<file path="config.mk">
export PLATFORM = sky130hd
export DESIGN_NAME = clock12_counter
export DESIGN_NICKNAME = d
export VERILOG_FILES = /design/src/rtl/clock12_pkg.sv /design/src/rtl/wrap_counter.sv /design/src/rtl/seg_field.sv /design/src/rtl/clock12_counter.sv
export SDC_FILE = /design/constraint.sdc
export NUM_CORES = 1
export LEC_CHECK = 0
export ABC_CLOCK_PERIOD_IN_PS = 4400
export BUFFER_PORTS_ARGS = -buffer_cell sky130_fd_sc_hd__buf_2
export CAP_MARGIN = 5
export CORE_UTILIZATION = 50
export DETAILED_ROUTE_END_ITERATION = 10
export PLACE_DENSITY = 0.73
export SYNTH_ARGS = -nofsm -noshare
export SYNTH_HDL_FRONTEND = slang
export SYNTH_SLANG_ARGS = --single-unit
</file>
<file path="constraint.sdc">
create_clock -name clk -period 4.4 [get_ports clk]
set_input_delay 0.44 -clock clk [delete_from_list [all_inputs] [get_ports clk]]
set_output_delay 0.44 -clock clk [all_outputs]
set_load 0.1 [all_outputs]
</file>
<file path="src/rtl/clock12_pkg.sv">
package clock12_pkg;
   localparam int SEG_W   = 7;
   localparam int FIELD_W = 2 * SEG_W;

   typedef logic [SEG_W-1:0]   seg_t;
   typedef logic [FIELD_W-1:0] field_seg_t;

   // Segment pattern for one decimal digit; bit 6 = g ... bit 0 = a, active high
   function automatic seg_t digit_to_seg(input logic [3:0] d);
      seg_t s;
      case (d)
         4'd0:    s = 7'b0111111;
         4'd1:    s = 7'b0000110;
         4'd2:    s = 7'b1011011;
         4'd3:    s = 7'b1001111;
         4'd4:    s = 7'b1100110;
         4'd5:    s = 7'b1101101;
         4'd6:    s = 7'b1111101;
         4'd7:    s = 7'b0000111;
         4'd8:    s = 7'b1111111;
         4'd9:    s = 7'b1101111;
         default: s = 7'b0000000;
      endcase
      return s;
   endfunction
endpackage

</file>
<file path="src/rtl/wrap_counter.sv">
module wrap_counter #(
   parameter int W    = 6,
   parameter int LO   = 0,
   parameter int HI   = 59,
   parameter int INIT = 0
) (
   input  logic         clk,
   input  logic         rst_n,
   input  logic         step,
   output logic [W-1:0] value,
   output logic         at_top
);
   localparam logic [W-1:0] LO_V   = W'(LO);
   localparam logic [W-1:0] HI_V   = W'(HI);
   localparam logic [W-1:0] INIT_V = W'(INIT);

   if (HI >= (1 << W)) begin : g_bad_width
      $error("wrap_counter: HI does not fit in W bits");
   end
   if (LO > HI || INIT < LO || INIT > HI) begin : g_bad_range
      $error("wrap_counter: LO, INIT and HI out of order");
   end

   assign at_top = (value == HI_V);

   always_ff @(posedge clk) begin
      if (!rst_n) begin
         value <= INIT_V;
      end else if (step) begin
         value <= at_top ? LO_V : value + 1'b1;
      end
   end
endmodule

</file>
<file path="src/rtl/seg_field.sv">
module seg_field
   import clock12_pkg::*;
#(
   parameter int VAL_W = 7
) (
   input  logic [VAL_W-1:0] val,
   output field_seg_t       seg
);
   if (VAL_W > 7) begin : g_bad_width
      $error("seg_field: values wider than two decimal digits");
   end

   logic [3:0] tens_d;
   logic [3:0] units_d;

   always_comb begin
      tens_d  = 4'(val / VAL_W'(10));
      units_d = 4'(val % VAL_W'(10));
      seg     = {digit_to_seg(tens_d), digit_to_seg(units_d)};
   end
endmodule

</file>
<file path="src/rtl/clock12_counter.sv">
module clock12_counter
   import clock12_pkg::*;
#(
   parameter int SEC_TOP = 59,
   parameter int MIN_TOP = 59,
   parameter int HR_LO   = 1,
   parameter int HR_TOP  = 12
) (
   input  logic         clk,
   input  logic         rst_n,
   input  logic         sec_tick,
   input  logic         min_set,
   input  logic         hr_set,
   output logic [13:0]  seg_sec,
   output logic [13:0]  seg_min,
   output logic [13:0]  seg_hr
);
   localparam int SEC_W   = $clog2(SEC_TOP + 1);
   localparam int MIN_W   = $clog2(MIN_TOP + 1);
   localparam int HR_W    = $clog2(HR_TOP + 1);
   localparam int NFIELD  = 3;
   localparam int DISP_W  = 7;

   if (SEC_TOP > 99 || MIN_TOP > 99 || HR_TOP > 99) begin : g_bad_top
      $error("clock12_counter: a field exceeds two digits");
   end
   if (HR_LO < 0 || HR_LO > HR_TOP) begin : g_bad_hr
      $error("clock12_counter: hour range inverted");
   end

   logic [SEC_W-1:0] sec_v;
   logic [MIN_W-1:0] min_v;
   logic [HR_W-1:0]  hr_v;
   logic             sec_top, min_top, hr_top;
   logic             min_carry, hr_carry;
   logic             min_step, hr_step;

   // carry chain and manual steps share one enable per field (OR: one step max)
   assign min_carry = sec_tick & sec_top;
   assign hr_carry  = min_carry & min_top;
   assign min_step  = min_carry | min_set;
   assign hr_step   = hr_carry  | hr_set;

   wrap_counter #(.W(SEC_W), .LO(0), .HI(SEC_TOP), .INIT(0)) u_sec (
      .clk(clk), .rst_n(rst_n), .step(sec_tick), .value(sec_v), .at_top(sec_top)
   );
   wrap_counter #(.W(MIN_W), .LO(0), .HI(MIN_TOP), .INIT(0)) u_min (
      .clk(clk), .rst_n(rst_n), .step(min_step), .value(min_v), .at_top(min_top)
   );
   wrap_counter #(.W(HR_W), .LO(HR_LO), .HI(HR_TOP), .INIT(HR_LO)) u_hr (
      .clk(clk), .rst_n(rst_n), .step(hr_step), .value(hr_v), .at_top(hr_top)
   );

   logic [DISP_W-1:0] disp_val [NFIELD];
   field_seg_t        disp_seg [NFIELD];

   assign disp_val[0] = DISP_W'(sec_v);
   assign disp_val[1] = DISP_W'(min_v);
   assign disp_val[2] = DISP_W'(hr_v);

   for (genvar f = 0; f < NFIELD; f++) begin : g_disp
      seg_field #(.VAL_W(DISP_W)) u_seg (
         .val(disp_val[f]),
         .seg(disp_seg[f])
      );
   end

   assign seg_sec = disp_seg[0];
   assign seg_min = disp_seg[1];
   assign seg_hr  = disp_seg[2];

   logic unused_hr_top;
   assign unused_hr_top = hr_top;
endmodule

</file>
* After elaboration in Yosys (flattened, before gate mapping)
Memory sizes are Yosys's and may differ from the RTL's.
Cells that the tools add are included.
W data, S select, Z words.
** Cells by class
- Add/sub/neg operators :: 3
- Div/mod/pow operators :: 6
- Eq/ne operators :: 3
- Multiplexer cells :: 3
- Bitwise logic cells :: 4
** Operators by type and width (count)
- $div A6 B4 Y7 const B :: 2
- $mod A6 B4 Y7 const B :: 2
- $add A6 B1 Y6 const B :: 2
- $eq A6 B6 Y1 const B :: 2
- $mux W6 :: 2
- $div A4 B4 Y7 const B :: 1
- $mod A4 B4 Y7 const B :: 1
- $add A4 B1 Y4 const B :: 1
- $eq A4 B4 Y1 const B :: 1
- $mux W4 :: 1
- $and A1 B1 Y1 :: 2
- $or A1 B1 Y1 :: 2
** Storage, ports and cells
- Bits in registers :: 16
- ROM bits :: 672
- Output and inout port bits :: 42
- Logic and storage cells :: 28
- Memories :: 6
** Memory list
- (no name shown) :: words 16, bits a word 7, rd ports 1, clocked after memory_dff 0, wr ports 0, RTL line clock12_pkg.sv:11 : case (d)
- (no name shown) :: words 16, bits a word 7, rd ports 1, clocked after memory_dff 0, wr ports 0, RTL line clock12_pkg.sv:11
- (no name shown) :: words 16, bits a word 7, rd ports 1, clocked after memory_dff 0, wr ports 0, RTL line clock12_pkg.sv:11
- (no name shown) :: words 16, bits a word 7, rd ports 1, clocked after memory_dff 0, wr ports 0, RTL line clock12_pkg.sv:11
- (no name shown) :: words 16, bits a word 7, rd ports 1, clocked after memory_dff 0, wr ports 0, RTL line clock12_pkg.sv:11
- (no name shown) :: words 16, bits a word 7, rd ports 1, clocked after memory_dff 0, wr ports 0, RTL line clock12_pkg.sv:11

* Depth between registers and ports, before layout
- Depth after elaboration :: 4
- Mapped depth :: 15
- Mapped depth without buffers :: 13

* Modules after synthesis
Synthesis repeated with hierarchy kept, for this count alone.
** Unflattened totals
- Cells, all modules :: 495
- Area total of the unflattened synthesis :: 3873.7 sq um
** Modules (own cells, without submodules)
- seg_field :: times used 3, cells each 133, area an instance 1012.2 sq um, sequential area each 0.0 sq um
- wrap_counter (u_min ...) :: times used 2, cells each 35, area an instance 299.0 sq um, sequential area each 120.1 sq um
- wrap_counter (u_hr) :: times used 1, cells each 23, area an instance 219.0 sq um, sequential area each 80.1 sq um
- clock12_counter :: times used 1, cells each 3, area an instance 20.0 sq um, sequential area each 0.0 sq um

* Worst setup path before layout
Ideal clock, no wire load.
- Path type :: register to output
- From :: register u_hr.value[0]
- To :: output port seg_hr[0]
- Arrival :: 4.729 ns
- Required time :: 3.960 ns
- Setup slack :: -0.769 ns
- Cell stages (with the launch flop) :: 8
- Path buffers :: 0
- Cells stage by stage :: dfxtp_1 -> inv_1 -> ha_1 -> a31oi_2 -> xnor2_1 -> inv_2 -> ha_1 -> o21ai_0
** On the way
- Longest elaborated chain between the ends :: 2
** RTL lines
- start, declared :: RTL line wrap_counter.sv:10 : output logic [W-1:0] value,
- start signal, assigned :: RTL line wrap_counter.sv:30 : value <= at_top ? LO_V : value + 1'b1;
- $mod A4 B4 Y7 :: RTL line seg_field.sv:18 : units_d = 4'(val % VAL_W'(10));
- $mem_v2 Z16 W7
- end, declared :: RTL line clock12_counter.sv:16 : output logic [13:0] seg_hr
Every way passes these cells.

* Worst setup path after layout
- From :: register u_sec.value[3]
- To :: output port seg_sec[3]
** On the way
- Longest elaborated chain between the ends :: 2
** RTL lines
- start, declared :: RTL line wrap_counter.sv:10
- start signal, assigned :: RTL line wrap_counter.sv:30
- $mod A6 B4 Y7 :: RTL line seg_field.sv:18
- $mem_v2 Z16 W7
- end, declared :: RTL line clock12_counter.sv:14 : output logic [13:0] seg_sec,
Every way passes these cells.

==> impl_metrics.py <==
metrics = {
    "placed_design": {
        "gp_congestion": 0.780,
        "port_buffers": 43,
        "hpwl_um": 3520,
        "pre_cts_slack_ns": 0.353,
    },
    "synth": {
        "synthAdderAreaFrac_pct": 22.8,
        "async_flop_share_pct": 0,
        "synth_top_family_by_area": "adder cells",
        "synth_simple_gate_area_share_pct": 20.2,
        "ys_ff_latch": 16,
        "syn_avg_cell_area_um2": 8.13,
        "synth.area.top_cells": "ha_1 (23%), dfxtp_1 (13%), nand2_1 (4.2%)",
        "synth_compound_area_share_pct": 20.6,
        "synth_mux_area_share_pct": 7.46,
        "synth_largest_area_cell": "ha_1",
        "yosysTopAreaCellShare_pct": 22.8,
        "yosysUniqueCellTypes": 58,
        "synthCells": 297,
        "synth_edf_count": 0,
        "synthXorXnorAreaFrac_pct": 6.89,
        "synth_top_flop_cell": "dfxtp_1",
        "synthesis.area_um2": 2420,
        "ys_seq_area_share_pct": 13.3,
        "yosysWarnings": 0,
    },
    "floorplanning": {
        "ios": 47,
        "rows": 24,
        "die-area_um2": 5110,
        "die_x_um": 71.5,
        "die_h_um": 71.5,
        "coreArea_um2": 4500,
        "floorplan.initialDensity_pct": 53.6,
    },
    "global_route": {
        "grt_use_total_pct": 18.3,
        "first_global_vias": 1854,
        "grt_overflow": 0,
        "antenna_found_initial": 0,
        "grt_max_degree": 17,
        "grt_pass1_wl_um": 7890,
    },
    "pwr": {
        "power.leakage_nw": 1.29,
        "total_power_w": 0.000605,
        "power.density_nw_per_um2": 219,
        "max-vdd-ir-drop_v": 0.000189,
    },
    "sta": {
        "fin_skew_ns": 0.00685,
        "setup_slack_ns": 0.255,
        "maxSlewViolCount": 0,
        "relSlewSlack_pct": 44.8,
        "min_period_ns": 4.15,
        "timing.final.crit_share_pct": 94.2,
        "tightest_slew_ns": 0.828,
        "final-setup-viol-count": 0,
        "holdWs_ns": 0.437,
        "rsz0062_at_grt": "no",
        "hold_violations": 0,
        "fmax_ghz": 0.241,
    },
    "min_path": {
        "hold_class": "input port to register",
    },
    "critical_path": {
        "crit_slowest_cell": "dfxtp_1",
        "crit_path_frequent_cell": "ha_1",
        "cp_max_fo": 13,
        "end_kind": "output pin",
        "arrival_ns": 3.71,
        "r2r_slack_ns": 2.55,
        "critPathRequiredTime_ns": 3.96,
        "criticalPathCategory": "register to output pin",
        "critPathLaunchType": "register",
        "critPathMaxStageDelay_ns": 0.55,
        "crit_path_cell_trace": "nor2b_1, a211oi_1, a21o_1, ha_1, nor2b_4, o41ai_2, o22ai_4, xnor2_4, inv_2, ha_1, nand3_1, o21ai_1, buf_2",
    },
    "finish": {
        "final_util_pct": 61.4,
        "nNetsFinal": 380,
        "nFillCells": 412,
        "drive_gt1_share_pct": 27.7,
        "antenna_cells": 0,
        "syn_to_final_growth_pct": 14.4,
    },
    "routing": {
        "vias": 2097,
        "drc_errors": 0,
        "drt_first_iter_violations": 96,
        "dr.pass1.iters": 4,
        "avgViaCountPerCell": 5.50,
        "totalWireLength_um": 4580,
        "ant_nets": 0,
        "drt-wirelength-per-cell_um": 12.0,
    },
    "job": {
        "maxCapViolCount": 0,
    },
    "cts": {
        "cts_setup_buffers": 0,
        "ctsHtreeMaxLevel": 1,
        "cts.clk_slew.worst_paths_ns": 0.06,
        "cts-buffers-inserted": 3,
        "cts_hold_buf": 0,
        "cts_tree": "done",
        "cts_root_buf": "clkbuf_8",
        "cts.sinks": 16,
        "insertion_delay_ns": 0.25,
        "cts_resized": 0,
        "max-clock-path-buffers": 2,
    },
    "status": {
        "status": "complete, no violations",
    },
}
-- path summary, 6_finish.rpt --
| path | cells past startpoint | start | to |
|---|---|---|---|
| worst max register to register | 7 | u_sec.value[4] | u_min.value[5] |
| worst max-delay path | 13 | u_sec.value[3] | seg_sec[3] |
| worst min-delay path | 2 | rst_n | u_hr.value[0] |
| worst min register to register | 2 | u_hr.value[2] | u_hr.value[2] |
-- through the flow --
| step | cell area [µm²] | TNS (ns) | std cells |
|---|---|---|---|
| detailed placement | 2710 | 0 | 378 |
| finish | 2770 | 0 | 381 |
| global route | 2770 | 0 | 381 |
| floorplan | 2490 | -0.0133 | 298 |
| global placement | 2710 | 0 | 378 |
| CTS | 2750 | 0 | 381 |
-- critical path: cells and delay by family, from the launching register on --
family | cells | cell delay (ns)
XOR/XNOR | 1 | 0.31
AO/OA/AOI/OAI | 5 | 0.99
buffers and inverters | 2 | 0.54
AND/OR/NAND/NOR | 3 | 0.50
flip-flops | 1 | 0.55
adder cells (fa/ha/maj) | 2 | 0.56
-- cell usage after synthesis (all sizes together), types with 3 or more instances --
cell,instances
o31ai,3
buf,15
nand3,7
mux2,4
mux2i,11
clkbuf,3
nand4,3
dfxtp,16
a21oi,9
nand2b,7
xnor2,12
nand2,29
a21o,3
nor2b,10
o21ai,21
nor2,24
a31oi,4
inv,23
ha,44
o22ai,12
and3,3
xor2,4
-- area by class of cell --
type	instances	area [µm²]	share of cell area, %
inverters	23	86.3	3.12
repair buffers	46	270	9.77
multi-input cells	241	1980	71.6
flip-flops and latches	16	323	11.7
clock buffers	3	41.3	1.49
well taps	52	65.1	2.35
-- cells in the final DEF, fill, tap and decap left out, drive strengths merged, types with 2 or more instances in the layout --
cell type,instances
nand2b,7
xnor2,12
o21ai,21
nand3,7
a22oi,2
and2,2
o211ai,2
o22ai,12
o2bb2ai,2
dfxtp,16
and3,3
nand4,3
a22o,2
xor2,4
ha,44
nand2,29
buf,45
or3b,2
mux2i,11
a21oi,9
a21boi,2
inv,23
a31oi,4
clkbuf,4
conb,3
nor2,24
o31ai,3
mux2,4
and3b,2
o41ai,2
a21o,3
nor2b,10
-- sequential cells by signal, summed over array words and instances (netlist names) --
| register | flops |
|---|---|
| u_min.value | 6 |
| u_hr.value | 4 |
| u_sec.value | 6 |
-- where the power goes --
| group | internal [W] | total, W | switching (W) |
|---|---|---|---|
| Clock | 0.0000606 | 0.000106 | 0.0000458 |
| Sequential | 0.000151 | 0.000162 | 0.0000110 |
| Combinational | 0.0000795 | 0.000337 | 0.000257 |
| Total | 0.000291 | 0.000605 | 0.000314 |
-- routing by layer --
metal	vias to the layer above	global-route usage, %	part of all wire, %
li1	1088	-	-
met1	970	23.3	47
met2	37	33.7	49
met3	2	3.09	3.1
met4	0	1.53	0.20
met5	-	0	0
-- logic make-up after synthesis --
kind of cell	Yosys count
DFF	16
buffers and inverters	41
other	2
AOI/OAI and AO/OA	68
muxes	15
adders and majority gates	44
and+or+nand+nor	95
xor gates and xnor gates	16
(Power assumes the default switching activity.)
